[src/rtl/ccs_pkg.sv]
package ccs_pkg;
  localparam int REG_W  = 8;
  localparam int MODE_W = 3;
  localparam int SRC_W  = 2;

  localparam int BIT_SEC  = 0;
  localparam int BIT_PSEL = 1;
  localparam int BIT_PEN  = 2;
  localparam int BIT_LOCK = 3;

  typedef enum logic [SRC_W-1:0] {
    SRC_PRI = 2'b00,
    SRC_PLL = 2'b01,
    SRC_SEC = 2'b10
  } src_e;

  typedef enum logic [1:0] {
    PLLC_HW   = 2'd0,
    PLLC_SW   = 2'd1,
    PLLC_NONE = 2'd2
  } pll_class_e;

  function automatic pll_class_e mode_class(input logic [MODE_W-1:0] m);
    if (m == 3'd0 || m == 3'd1)      return PLLC_HW;
    else if (m == 3'd2 || m == 3'd3) return PLLC_SW;
    else                             return PLLC_NONE;
  endfunction

  function automatic src_e pick_src(input logic sec, input logic pll);
    if (sec)      return SRC_SEC;
    else if (pll) return SRC_PLL;
    else          return SRC_PRI;
  endfunction
endpackage

[src/rtl/ccs_mode_ctl.sv]
module ccs_mode_ctl
  import ccs_pkg::*;
(
  input  logic              clk,
  input  logic              rst_n,
  input  logic [MODE_W-1:0] osc_mode,
  input  logic              wr_en,
  input  logic              wr_pen,
  output logic              is_hw,
  output logic              is_sw,
  output logic              pen_d,
  output logic              pen_q
);
  pll_class_e cls;

  always_comb begin
    cls   = mode_class(osc_mode);
    is_hw = (cls == PLLC_HW);
    is_sw = (cls == PLLC_SW);
    unique case (cls)
      PLLC_HW: pen_d = 1'b1;
      PLLC_SW: pen_d = wr_en ? wr_pen : pen_q;
      default: pen_d = 1'b0;
    endcase
  end

  always_ff @(posedge clk or negedge rst_n) begin
    if (!rst_n) pen_q <= 1'b0;
    else        pen_q <= pen_d;
  end

  assert_pen_hw_R6: assert property (@(posedge clk) disable iff (!rst_n)
    is_hw |=> pen_q);
  assert_pen_none_R6: assert property (@(posedge clk) disable iff (!rst_n)
    (!is_hw && !is_sw) |=> !pen_q);
  assert_pen_hold_R6: assert property (@(posedge clk) disable iff (!rst_n)
    (is_sw && !wr_en) |=> $stable(pen_q));
endmodule

[src/rtl/ccs_gated_bit.sv]
module ccs_gated_bit (
  input  logic clk,
  input  logic rst_n,
  input  logic allow,
  input  logic wr_en,
  input  logic wr_val,
  output logic bit_d,
  output logic bit_q
);
  always_comb begin
    if (!allow)     bit_d = 1'b0;
    else if (wr_en) bit_d = wr_val;
    else            bit_d = bit_q;
  end

  always_ff @(posedge clk or negedge rst_n) begin
    if (!rst_n) bit_q <= 1'b0;
    else        bit_q <= bit_d;
  end

  // a missing condition clears the bit on the next edge
  assert_gate_clear_R8: assert property (@(posedge clk) disable iff (!rst_n)
    !allow |=> !bit_q);
  assert_gate_write_R3: assert property (@(posedge clk) disable iff (!rst_n)
    (allow && wr_en) |=> (bit_q == $past(wr_val)));
endmodule

[src/rtl/ccs_src_enc.sv]
module ccs_src_enc
  import ccs_pkg::*;
(
  input  logic             clk,
  input  logic             rst_n,
  input  logic             sec_d,
  input  logic             psel_d,
  output logic [SRC_W-1:0] src_q
);
  src_e src_d;

  always_comb src_d = pick_src(sec_d, psel_d);

  always_ff @(posedge clk or negedge rst_n) begin
    if (!rst_n) src_q <= SRC_PRI;
    else        src_q <= src_d;
  end

  assert_no_code3_R7: assert property (@(posedge clk) disable iff (!rst_n)
    src_q != 2'b11);
endmodule

[src/rtl/ccs_clk_src_reg.sv]
module ccs_clk_src_reg
  import ccs_pkg::*;
(
  input  logic              clk,
  input  logic              rst_n,
  input  logic              wr_en,
  input  logic [REG_W-1:0]  wr_data,
  output logic [REG_W-1:0]  rd_data,
  input  logic [MODE_W-1:0] osc_mode,
  input  logic              sec_switch_block,
  input  logic              sec_osc_en,
  input  logic              pll_lock,
  output logic [SRC_W-1:0]  src_sel,
  output logic              pll_en
);
  logic is_hw, is_sw, pen_d, pen_q;
  logic sec_allow, psel_allow;
  logic sec_d, sec_q, psel_d, psel_q;

  ccs_mode_ctl u_mode (
    .clk(clk), .rst_n(rst_n), .osc_mode(osc_mode),
    .wr_en(wr_en), .wr_pen(wr_data[BIT_PEN]),
    .is_hw(is_hw), .is_sw(is_sw), .pen_d(pen_d), .pen_q(pen_q)
  );

  assign sec_allow  = !sec_switch_block && sec_osc_en;
  assign psel_allow = is_sw && pen_d && pll_lock;

  ccs_gated_bit u_sec (
    .clk(clk), .rst_n(rst_n), .allow(sec_allow), .wr_en(wr_en),
    .wr_val(wr_data[BIT_SEC]), .bit_d(sec_d), .bit_q(sec_q)
  );

  ccs_gated_bit u_psel (
    .clk(clk), .rst_n(rst_n), .allow(psel_allow), .wr_en(wr_en),
    .wr_val(wr_data[BIT_PSEL]), .bit_d(psel_d), .bit_q(psel_q)
  );

  ccs_src_enc u_enc (
    .clk(clk), .rst_n(rst_n), .sec_d(sec_d), .psel_d(psel_d), .src_q(src_sel)
  );

  always_comb begin
    rd_data           = '0;
    rd_data[BIT_SEC]  = sec_q;
    rd_data[BIT_PSEL] = psel_q;
    rd_data[BIT_PEN]  = pen_q;
    rd_data[BIT_LOCK] = pll_lock;
  end

  assign pll_en = pen_q;

  assert_upper_zero_R1: assert property (@(posedge clk) disable iff (!rst_n)
    rd_data[7:4] == 4'h0);
  assert_sec_wins_R7: assert property (@(posedge clk) disable iff (!rst_n)
    sec_q |-> (src_sel == SRC_SEC));
  assert_pll_code_R9: assert property (@(posedge clk) disable iff (!rst_n)
    (!sec_q && psel_q) |-> (src_sel == SRC_PLL));
  assert_hw_no_psel_R5: assert property (@(posedge clk) disable iff (!rst_n)
    is_hw |=> !psel_q);
endmodule

[config.mk]
export PLATFORM = sky130hd
export DESIGN_NAME = ccs_clk_src_reg
export DESIGN_NICKNAME = d
export VERILOG_FILES = /design/src/rtl/ccs_pkg.sv /design/src/rtl/ccs_mode_ctl.sv /design/src/rtl/ccs_gated_bit.sv /design/src/rtl/ccs_src_enc.sv /design/src/rtl/ccs_clk_src_reg.sv
export SDC_FILE = /design/constraint.sdc
export NUM_CORES = 1
export LEC_CHECK = 0
export ABC_AREA = 1
export BUFFER_PORTS_ARGS = -buffer_cell sky130_fd_sc_hd__clkbuf_2
export CORE_AREA = 2 2 39 41
export CTS_CLUSTER_SIZE = 12
export DETAILED_ROUTE_END_ITERATION = 6
export DIE_AREA = 0 0 41 43
export PLACE_DENSITY_LB_ADDON = 0.15
export SLEW_MARGIN = 20
export SYNTH_ARGS = -nofsm -noshare
export SYNTH_HDL_FRONTEND = slang
export SYNTH_SLANG_ARGS = --single-unit
export TNS_END_PERCENT = 30
[constraint.sdc]
create_clock -name clk -period 1.32 [get_ports clk]
set_clock_uncertainty 0.2 [all_clocks]
set_input_delay 0.198 -clock clk [delete_from_list [all_inputs] [get_ports clk]]
set_output_delay 0.198 -clock clk [all_outputs]
set_load 0.005 [all_outputs]
Word-level counts from Yosys, hierarchy flattened:

Index checks and enable logic that the tools add are counted.

* bitwise operators: 0
* shift operators: 0
* mux-type cells: 10
* order comparisons: 0
* div/mod/pow operators: 0
* equality and inequality tests: 4
* reductions and logical operators: 8
* $add $sub $neg: 0
* multiply operators: 0

Operator list (count)
* $eq A3 B2 Y1 const B: 2
* $mux W1: 6
* $mux W2: 3
* $eq A3 B1 Y1 const B: 1
* $logic_and A1 B1 Y1: 3
* $logic_not A3 Y1: 1
* $eq A2 B1 Y1 const B: 1
* $logic_not A2 Y1: 1
* $logic_or A1 B1 Y1: 2
* $pmux W1 S2: 1
* $logic_not A1 Y1: 1

* output and inout port bits: 11
* word-level logic and storage cells: 26
* memories kept: 0
* bits in registers: 5
* input port bits: 17
* RAM bits: 0
* memory bits (read-only): 0
* bits in latches: 0

Logic depth before layout (Yosys ltp):

Gate-level depths: netlist of run 1.

* depth in word-level cells: 11
* mapped depth: 6
* depth with buffers taken out: 6

Hierarchy:

A second synthesis of run 1 with hierarchy kept.

* cell total of the unflattened synthesis: 41
* area total of the unflattened synthesis: 302.8 um2

Modules (own cells, without submodules)
* ccs_gated_bit: area an instance 46.3 um2, sequential area each 25.0 um2, times used 2, cells an instance 6
* ccs_clk_src_reg: area an instance 85.1 um2, sequential area each 0.0 um2, times used 1, cells an instance 14
* ccs_mode_ctl: area an instance 65.1 um2, sequential area each 25.0 um2, times used 1, cells an instance 11
* ccs_src_enc: area an instance 60.1 um2, sequential area each 50.0 um2, times used 1, cells an instance 4

Worst setup path before layout of run 1:

No wires, ideal clock.

* path kind: reg2reg
* start point: register u_mode.pen_q
* end point: register u_psel.bit_q
* path buffers: 0
* slack: 0.272 ns
* cell stages (with the launch flop): 7
* clock period less this slack: 1.048 ns
* library setup time: 0.116 ns
* data arrival time: 0.732 ns
* data required time: 1.004 ns
* cells stage by stage: dfrtp_1 > inv_1 > nor2_1 > nor2_1 > nor2_2 > nand2_1 > inv_1

* cells in the longest elaborated chain, start to end: 5

Ends and longest elaborated chain
* from (decl): line ccs_mode_ctl.sv:12 `output logic pen_q`
* from (signal assigned): line ccs_mode_ctl.sv:29 `else pen_q <= pen_d;`
* $mux W1: line ccs_mode_ctl.sv:22 `PLLC_SW: pen_d = wr_en ? wr_pen : pen_q;`
* $pmux W1 S2: line ccs_mode_ctl.sv:20 `unique case (cls)`
* via pen_d: line ccs_clk_src_reg.sv:16 `logic is_hw, is_sw, pen_d, pen_q;`
* $logic_and A1 B1 Y1 (2 in series): line ccs_clk_src_reg.sv:27 `assign psel_allow = is_sw && pen_d && pll_lock;`
* $mux W1: line ccs_gated_bit.sv:11 `if (!allow) bit_d = 1'b0;`
* via psel_d: line ccs_clk_src_reg.sv:18 `logic sec_d, sec_q, psel_d, psel_q;`
* to (signal assigned): line ccs_gated_bit.sv:18 `else bit_q <= bit_d;`
* to (decl): line ccs_gated_bit.sv:8 `output logic bit_q`

The timed path passes the listed nets, and every way through them passes these cells.

Final worst setup path of run 1:

* start point: input port osc_mode[2]
* end point: register u_enc.src_q[0]

* cells in the longest elaborated chain, start to end: 11
* elaborated cells on any way between the ends: 16
* classes of those cells: eq/ne (4); mux (6); reduce/logical (6)

Ends and longest elaborated chain
* from (decl): line ccs_clk_src_reg.sv:9 `input logic [MODE_W-1:0] osc_mode,`
* $eq A3 B2 Y1: line ccs_pkg.sv:25 `else if (m == 3'd2 || m == 3'd3) return PLLC_SW;`
* $logic_or A1 B1 Y1: line ccs_pkg.sv:25
* $mux W2: line ccs_pkg.sv:25
* $mux W2 *: line ccs_pkg.sv:24 `if (m == 3'd0 || m == 3'd1) return PLLC_HW;`
* $eq A2 B1 Y1 or $logic_not A2 Y1 (tied branches)
* $pmux W1 S2 *: line ccs_mode_ctl.sv:20
* via pen_d: line ccs_clk_src_reg.sv:16
* $logic_and A1 B1 Y1 * (2 in series): line ccs_clk_src_reg.sv:27
* $mux W1 *: line ccs_gated_bit.sv:11
* $mux W1 *: line ccs_pkg.sv:31 `else if (pll) return SRC_PLL;`
* $mux W2 *: line ccs_pkg.sv:30 `if (sec) return SRC_SEC;`
* via u_enc.src_d[0]: line ccs_src_enc.sv:10 `src_e src_d;`
* to (signal assigned): line ccs_src_enc.sv:16 `else src_q <= src_d;`
* to (decl): line ccs_src_enc.sv:8 `output logic [SRC_W-1:0] src_q`

Mark *: on every way through the listed nets, which the timed path passes. The rest lies on a longest branch.

==> results.cfg, run 1 <==
[clock_network]
cts_buffer_depth = 2
cts_max_level = 1
clk_latency_ns = 0.23
ctsResizeCount = 0
postCtsSetupBuffers = 0
clock-sinks = 4
holdBufCountCts = 2
cts_tree = done
cts_buffers = 3
clk_pin_slew_ns = 0.03
cts_root_buf = clkbuf_4

[setup_path]
crit_required_ns = 1.28
worstReg2RegStart = u_mode.pen_q$_DFF_PN0_
cp_num_cells = 5
setup.worst_path.end = u_enc.src_q[0]$_DFF_PN0_
startpoint = osc_mode[2]
path_class = primary input to flop
reg2reg_to = u_enc.src_q[0]$_DFF_PN0_
reg2reg_slack_ns = 0.24
crit_chain = dlygate4sd3_1 > clkbuf_2 > nor2_2 > nand2_1 > nor2_2
crit_fanout = 2
critPathTopFamily = buffers and inverters
start_kind = primary input
cpPeakStageDelay_ns = 0.53
cp_slowest_cell = dlygate4sd3_1
crit_top_cell = nor2_2
cp.arrival_ns = 1.11
crit_buf_inv = 2
rr_worst_depth = 6
worst_setup_path_end_kind = flop

[routing]
drcViolationCount = 0
wl_per_cell_um = 6.877
dr.pass1.iters = 1
vias = 214
drt_iter0_markers = 0
drt_wl_total_um = 447
drtAntennaViolNets = 0
avgViaCountPerCell = 3.292

[power]
pwr-share-clk = 0.452
p_sw_uw = 71.13
p_leak_nw = 0.2134
seq_power_share = 0.399
ir_drop_mv = 0.3876
switching_share = 0.2188
cellPowerDensity_nw_per_um2 = 951.6
combinationalPowerShare = 0.148
internal_power_uw = 253.9

[final_layout]
drive_gt1_frac = 0.4490
design_area_um2 = 341.6
final_common_cell = clkbuf_2
n_antenna_cell = 0
areaGrowthSynthToFinish_pct = 36.50
nets = 68
fillers = 165
layout_common_cells = 17 x clkbuf_2, 9 x nand2_1, 4 x inv_1, 4 x conb_1, 4 x dfrtp_1

[yosys]
ys_seq_elements = 4
yosysSeqAreaShare = 0.4000
yosysUniqueCellTypes = 8
netlist_instances = 33
synth.avg_cell_area_um2 = 7.583
yosysWarnings = 0
netlist_area_um2 = 250.2

[run]
cap_violations = 0

[grt]
grt_max_degree = 6
grt_overflow = 0
grt_pass1_vias = 209
grt_pass1_wl_um = 731
grt_antenna_before_repair = 0
grt_usage = 0.06754

[die]
start_util = 0.1808
die_h_um = 43
floorplan.die_area_um2 = 1763
num_rows = 14
coreArea_um2 = 1384
pin_count = 28
die_w_um = 41

[timing]
hold_viol = 0
fin_crit_sh = 0.8740
finalMaxSlewViolations = 0
finalSetupViolCount = 0
rsz0062_at_grt = false
fmax_mhz = 866.8
finalCriticalPeriod_ns = 1.154
setup_tns_ns = 0

[placed_design]
post_dp_cell_area_um2 = 299.0
dp_hpwl_um = 390.2
gp_congestion = 0.6545
port_buffers = 17

[hold_path]
worstHoldPathType = primary input to flop

[status]
outcome = finished, final reports clean
state kept, by name, summed over array words and instances, names as in the netlist:
register and count:
u_mode.pen_q 1, u_enc.src_q 2, u_psel.bit_q 1
Yosys cell counts:
master	instances	share of area
inv_1	4	0.060
dfrtp_1	4	0.40
nor2_1	2	0.030
buf_4	9	0.27
conb_1	1	0.015
nand2_1	9	0.13
nor2_2	2	0.050
a21oi_1	2	0.040
through the flow:
step | hold WS (ns) | utilization | power [mW] | cells | setup slack (ns)
finish | 0.003013 | 0.2468 | 0.3250 | 65 | 0.1664
detailed placement | -0.1862 | 0.2161 | 0.1763 | 60 | 0.2261
global placement | -0.1839 | 0.2161 | 0.1766 | 60 | 0.2282
global route | 0.02332 | 0.2468 | 0.3526 | 65 | 0.1302
floorplan | -0.2976 | - | 0.1639 | 36 | 0.2723
CTS | 0.001628 | 0.2468 | 0.3371 | 65 | 0.1663
power by group through the flow:
stage                     combinational, mW  sequential [mW]  clock, mW
final                                0.0483            0.130      0.147
after global routing                 0.0560            0.130      0.166
after CTS                            0.0495            0.130      0.158
after detailed placement             0.0448            0.132          0
after global placement               0.0452            0.131          0
after floorplan                      0.0324            0.131          0
cells by family after synthesis:
group / Yosys count / share of synthesized area
and+or+nand+nor: 13 / 0.2150
buffers and inverters: 13 / 0.3300
DFF: 4 / 0.4000
AOI/OAI and AO/OA: 2 / 0.04000
other: 1 / 0.01499
worst min-delay path: cells and delay by family:
kind	cells	cell delay (ns)
AOI/OAI and AO/OA	1	0.05
and+or+nand+nor	1	0.05
buffers and inverters	1	0.08
cell type report:
| class | count | area (µm²) | area share |
|---|---|---|---|
| tap | 16 | 20.02 | 0.05861 |
| clock buffer | 3 | 22.52 | 0.06593 |
| sequential | 4 | 100.1 | 0.2930 |
| timing repair buffer | 19 | 105.1 | 0.3077 |
| inverter | 4 | 15.01 | 0.04396 |
| multi-input combinational | 19 | 78.83 | 0.2308 |
worst min-delay path by stage:
stage,from,endpoint,slack (ns),cells after the start
CTS,sec_osc_en,u_enc.src_q[1]$_DFF_PN0_,0.002,3
global placement,rst_n,u_enc.src_q[0]$_DFF_PN0_,-0.18,1
floorplan,rst_n,u_enc.src_q[0]$_DFF_PN0_,-0.30,0
detailed placement,rst_n,u_mode.pen_q$_DFF_PN0_,-0.19,1
finish,sec_osc_en,u_enc.src_q[1]$_DFF_PN0_,0.003,3
global route,sec_osc_en,u_enc.src_q[1]$_DFF_PN0_,0.02,3
routing by layer:
| layer | up-vias | track usage | wire length (µm) |
|---|---|---|---|
| met3 | 0 | 0.06283 | 55 |
| met1 | 84 | 0.07492 | 194 |
| met5 | - | 0 | 0 |
| met4 | 0 | 0.04000 | 0 |
| li1 | 118 | - | - |
| met2 | 12 | 0.08125 | 197 |
No activity file was read; power rests on OpenSTA's default activity.
==> run 2, diff against run 1 <==
--- a/config.mk
+++ b/config.mk
@@ -15,5 +15,6 @@
 export SLEW_MARGIN = 20
 export SYNTH_ARGS = -nofsm -noshare
 export SYNTH_HDL_FRONTEND = slang
+export SYNTH_HIERARCHICAL = 1
 export SYNTH_SLANG_ARGS = --single-unit
 export TNS_END_PERCENT = 30
==> run 2 against run 1 <==
Design area up 18%. Area after synthesis up 21%. Worst hold slack better by 0.027 ns. Count of clock-buffer cells in the layout up 1. Sequential power up 25%. Power up 20%. Largest cell class is now flip-flops and latches. Largest power group unchanged.
==> results.cfg, run 2 <==
[status]
outcome = finished, final reports clean

[power]
ir_drop_mv = 0.2735
p_leak_nw = 0.2514
cellPowerDensity_nw_per_um2 = 968.1

[clock_network]
cts_buffers = 3
cts_root_buf = clkbuf_4
cts_tree = done
cts_buffer_depth = 2
clock-sinks = 5
postCtsSetupBuffers = 0
clk_pin_slew_ns = 0.04
clk_latency_ns = 0.23
cts_max_level = 1
ctsResizeCount = 0

[routing]
vias = 249
drt_wl_total_um = 519
drt_iter0_markers = 1
wl_per_cell_um = 6.920
drtAntennaViolNets = 0
avgViaCountPerCell = 3.320
drcViolationCount = 0
dr.pass1.iters = 2

[timing]
finalSetupViolCount = 0
hold_viol = 0
fin_crit_sh = 0.9652
rsz0062_at_grt = true
setup_tns_ns = 0
finalCriticalPeriod_ns = 1.274
fmax_mhz = 784.9
finalMaxSlewViolations = 0

[yosys]
synth.most_common_cell = nand2_1
yosysUniqueCellTypes = 7
synth.avg_cell_area_um2 = 7.385
synthTopCellsByArea = dfrtp_1 41%, buf_4 20%, nand2_1 12%, nor2_2 10%, inv_1 9.9%
ys.flop_type = dfrtp_1
ys_seq_elements = 5
netlist.area_leader.share = 0.4132
netlist_area_um2 = 302.8
yosysSeqAreaShare = 0.4132
yosys.area.top_type = dfrtp_1
async_flop_share = 1.000
netlist_instances = 41
yosysWarnings = 6
synth_edf_count = 0
yosys-top-cells-count = 10 x nand2_1, 8 x buf_4, 8 x inv_1

[setup_path]
worst_setup_path_end_kind = flop
critPathTopFamily = simple AND/OR/NAND/NOR gates
start_kind = flop
path_class = flop to flop
crit_buf_inv = 1
cpPeakStageDelay_ns = 0.37
crit_required_ns = 1.29
cp_slowest_cell = dfrtp_1
reg2reg_slack_ns = 0.05
crit_top_cell = nand2_1
crit_fanout = 3
cp.arrival_ns = 1.24
crit_chain = nand2_1 > nand2_1 > nand2_1 > nand2_1 > nand2_1 > nor2_2 > nand2_1 > nor2_2 > inv_1 > nor2_2

[final_layout]
design_area_um2 = 402.9
layout_common_cells = 17 x clkbuf_2, 10 x nand2_1, 8 x inv_1
fillers = 165
largest_reg_flops = 2
top_register = u_enc/src_q
final_common_cell = clkbuf_2
drive_gt1_frac = 0.4407
areaGrowthSynthToFinish_pct = 33.06
nets = 77
n_antenna_cell = 0

[grt]
grt_usage = 0.08551
grt_pass1_wl_um = 897
grt_antenna_before_repair = 0
grt_pass1_vias = 224
grt_max_degree = 6
grt_overflow = 0

[placed_design]
gp_congestion = 0.6624
post_dp_cell_area_um2 = 366.6
port_buffers = 17
dp_hpwl_um = 448.6

[die]
die_h_um = 43
floorplan.die_area_um2 = 1763
die_w_um = 41
pin_count = 28
start_util = 0.2188
num_rows = 14
coreArea_um2 = 1384

[hold_path]
worstHoldPathType = primary input to flop

[run]
cap_violations = 0
==> run 2: cell types whose count changed in the layout (fill, tap and decap cells not counted), moves of 2 or more <==
cell and delta:
a21oi_1 -2, inv_1 +4, nor2_1 +2, nor2_2 +3
==> run 2: area by class of cell <==
cell class,count,area (µm²),share of cell area
clock buffer,4,26.28,0.06522
inverter,8,30.03,0.07453
multi-input combinational,23,98.84,0.2453
sequential,5,125.1,0.3106
tap,16,20.02,0.04969
timing repair buffer,19,102.6,0.2547
==> run 2: tightest hold or removal path, stage by stage <==
cell	delay, ns
clkbuf_2	0.09
nor2_1	0.04
inv_1	0.04
nand2_1	0.06
==> run 2: metrics by stage <==
step                setup WS (ns)  utilization  hold slack [ns]  power, mW  std cells
floorplan                  0.1310            -          -0.2976     0.2032         44
global placement          0.04189       0.2649          -0.1806     0.2208         70
detailed placement        0.03960       0.2649          -0.1793     0.2213         70
CTS                       0.03244       0.2911          0.02646     0.3987         75
global route              -0.1141       0.2911          0.04932     0.4338         75
finish                    0.04588       0.2911          0.03018     0.3900         75
==> run 2: kinds of logic (layout without fill, tap and decap cells) <==
group	count (synthesis)	after routing	synth area share
other	1	4	0.01238
flip-flops	5	5	0.4132
buffers and inverters	16	31	0.2975
AND/OR/NAND/NOR	19	19	0.2769
==> run 2: worst paths after layout <==
kind / startpoint / to / cells after the start
setup / recovery: u_mode/pen_q$_DFF_PN0_ / u_enc/src_q[0]$_DFF_PN0_ / 10
hold / removal: osc_mode[1] / u_mode/pen_q$_DFF_PN0_ / 4
setup reg to reg: u_mode/pen_q$_DFF_PN0_ / u_enc/src_q[0]$_DFF_PN0_ / 10
hold reg to reg: u_psel/bit_q$_DFF_PN0_ / u_psel/bit_q$_DFF_PN0_ / 2
max in group asynchronous: rst_n / u_mode/pen_q$_DFF_PN0_ / 2
min in group asynchronous: rst_n / u_sec/bit_q$_DFF_PN0_ / 2
==> run 2: metal layers <==
metal / share of wire / wire [µm] / vias to the layer above / GRT usage
met3: 0.079 / 41 / 2 / 0.04712
met1: 0.41 / 212 / 97 / 0.09385
met2: 0.47 / 245 / 11 / 0.1000
met5: 0 / 0 / - / 0
li1: - / - / 139 / -
met4: 0.037 / 19 / 0 / 0.1000
==> run 2: timing repair <==
item / in CTS / in global routing
hold buffers: 1 / 0
endpoints found under the setup margin: 0 / 1
endpoints found under the hold margin: 5 / 0
==> run 2: report_power, final <==
| group | switching, mW | internal (mW) | total [mW] | leakage, nW |
|---|---|---|---|---|
| clock network | 0.0557 | 0.114 | 0.170 | 0.0150 |
| registers | 0.00344 | 0.159 | 0.163 | 0.0675 |
| logic | 0.0295 | 0.0282 | 0.0576 | 0.169 |
| total | 0.0886 | 0.301 | 0.390 | 0.251 |
==> run 3, diff against run 2 <==
--- a/config.mk
+++ b/config.mk
@@ -12,6 +12,7 @@
 export DETAILED_ROUTE_END_ITERATION = 6
 export DIE_AREA = 0 0 41 43
 export PLACE_DENSITY_LB_ADDON = 0.15
+export RECOVER_POWER = 50
 export SLEW_MARGIN = 20
 export SYNTH_ARGS = -nofsm -noshare
 export SYNTH_HDL_FRONTEND = slang
==> run 3 against run 2 <==
Global-route usage stayed put. Critical path depth stayed put. Die area stayed put. Flip-flop and latch count stayed put. Sequential power hardly changed. Non-clock buffer count stayed put. Power is 0.12% lower. Design area is 0.31% lower. First-iteration DRC count stayed put. Critical endpoint unchanged. Largest power group unchanged.
==> results.cfg, run 3 (synthesis gave the netlist of run 2 again) <==
[final_layout]
final_common_cell = clkbuf_2
fin_util = 0.2902
stdcell_count = 75
multi_input_area_um2 = 98.84
layout_common_cells = 16 x clkbuf_2, 10 x nand2_1, 8 x inv_1
areaGrowthSynthToFinish_pct = 32.64
largest_reg_flops = 2
register_area_um2 = 125.1
top_register = u_enc/src_q
n_antenna_cell = 0
fillers = 165
design_area_um2 = 401.6
drive_gt1_frac = 0.4237
nets = 77

[routing]
vias = 249
drt_wl_total_um = 517
drt_iter0_markers = 1
dr.pass1.iters = 2
avgViaCountPerCell = 3.320
drcViolationCount = 0
drtAntennaViolNets = 0
wl_per_cell_um = 6.893

[placed_design]
dp_cells = 70
dp_hpwl_um = 448.6
port_buffers = 17
post_dp_cell_area_um2 = 366.6
gp_congestion = 0.6624

[die]
die_w_um = 41
start_util = 0.2188
floorplan.die_area_um2 = 1763
pin_count = 28
coreArea_um2 = 1384
num_rows = 14
die_h_um = 43

[power]
p_sw_uw = 88.57
combinationalPowerShare = 0.147
cellPowerDensity_nw_per_um2 = 969.9
switching_share = 0.2274
seq_power_share = 0.418
pwr-share-clk = 0.435
internal_power_uw = 301.0
p_leak_nw = 0.2485
ir_drop_mv = 0.2735

[grt]
grt_pass1_wl_um = 897
grt_overflow = 0
grt_antenna_before_repair = 0
grt_pass1_vias = 224
grt_max_degree = 6
grt_usage = 0.08551

[setup_path]
crit_fanout = 3
worst_setup_path_end_kind = flop
crit_required_ns = 1.29
path_class = flop to flop
start_kind = flop
cp.arrival_ns = 1.24

[hold_path]
worstHoldPathType = primary input to flop

[clock_network]
ctsResizeCount = 0
clock-sinks = 5
clk_pin_slew_ns = 0.04
cts_max_level = 1
clk_latency_ns = 0.23
cts_buffer_depth = 2
cts_tree = done
cts_buffers = 3
cts_root_buf = clkbuf_4
postCtsSetupBuffers = 0

[timing]
hold_ws_ns = 0.03018
fin_crit_sh = 0.9652
finalMaxSlewViolations = 0
rsz0062_at_grt = true
fmax_mhz = 784.9
finalCriticalPeriod_ns = 1.274
finalSetupViolCount = 0
setup_tns_ns = 0
hold_viol = 0

[run]
cap_violations = 0

[status]
outcome = finished, final reports clean
-- run 3: timing repair --
action	4_1_cts	5_1_grt
hold buffers	1	0
setup endpoints to repair	0	1
endpoints found under the hold margin	5	0
-- run 3: per-stage QoR --
step | setup WS, ns | power (mW)
after CTS | 0.03244 | 0.3987
after floorplan | 0.1310 | 0.2032
after detailed placement | 0.03960 | 0.2213
final | 0.04588 | 0.3896
after global placement | 0.04189 | 0.2208
after global routing | -0.1141 | 0.4333
-- run 3: routing by layer --
metal,track usage,vias to the layer above,routed length (µm),share of wire
li1,-,139,-,-
met5,0,-,0,0
met3,0.04712,2,41,0.079
met4,0.1000,0,19,0.037
met1,0.09385,97,210,0.41
met2,0.1000,11,245,0.47
-- run 3: power by group through the flow --
| stage | Combinational [mW] | Clock (mW) | Sequential (mW) |
|---|---|---|---|
| 2_1_floorplan | 0.0385 | 0 | 0.165 |
| 3_3_place_gp | 0.0559 | 0 | 0.165 |
| 3_5_place_dp | 0.0562 | 0 | 0.165 |
| 4_1_cts | 0.0586 | 0.177 | 0.163 |
| 5_1_grt | 0.0671 | 0.203 | 0.163 |
| 6_report | 0.0572 | 0.170 | 0.163 |
-- run 3: worst paths after layout --
path	start	endpoint	slack, ns	cells past startpoint
setup / recovery	u_mode/pen_q$_DFF_PN0_	u_enc/src_q[0]$_DFF_PN0_	0.05	10
hold / removal	osc_mode[1]	u_mode/pen_q$_DFF_PN0_	0.03	4
setup reg to reg	u_mode/pen_q$_DFF_PN0_	u_enc/src_q[0]$_DFF_PN0_	0.05	10
hold reg to reg	u_psel/bit_q$_DFF_PN0_	u_psel/bit_q$_DFF_PN0_	0.35	2
max in group asynchronous	rst_n	u_mode/pen_q$_DFF_PN0_	0.56	2
min in group asynchronous	rst_n	u_sec/bit_q$_DFF_PN0_	0.15	2
-- run 3: final cells by class --
type	count	area share
clock buffers	4	0.06542
inverters	8	0.07477
multi-input cells	23	0.2461
flip-flops and latches	5	0.3115
well taps	16	0.04984
repair buffers	19	0.2523
-- run 3: critical path, stage by stage (launching register included) --
cell and delay, ns:
dfrtp_1 0.37, nand2_1 0.07, nand2_1 0.06, nand2_1 0.05
nand2_1 0.07, nand2_1 0.06, nor2_2 0.07, nand2_1 0.06
nor2_2 0.09, inv_1 0.05, nor2_2 0.06
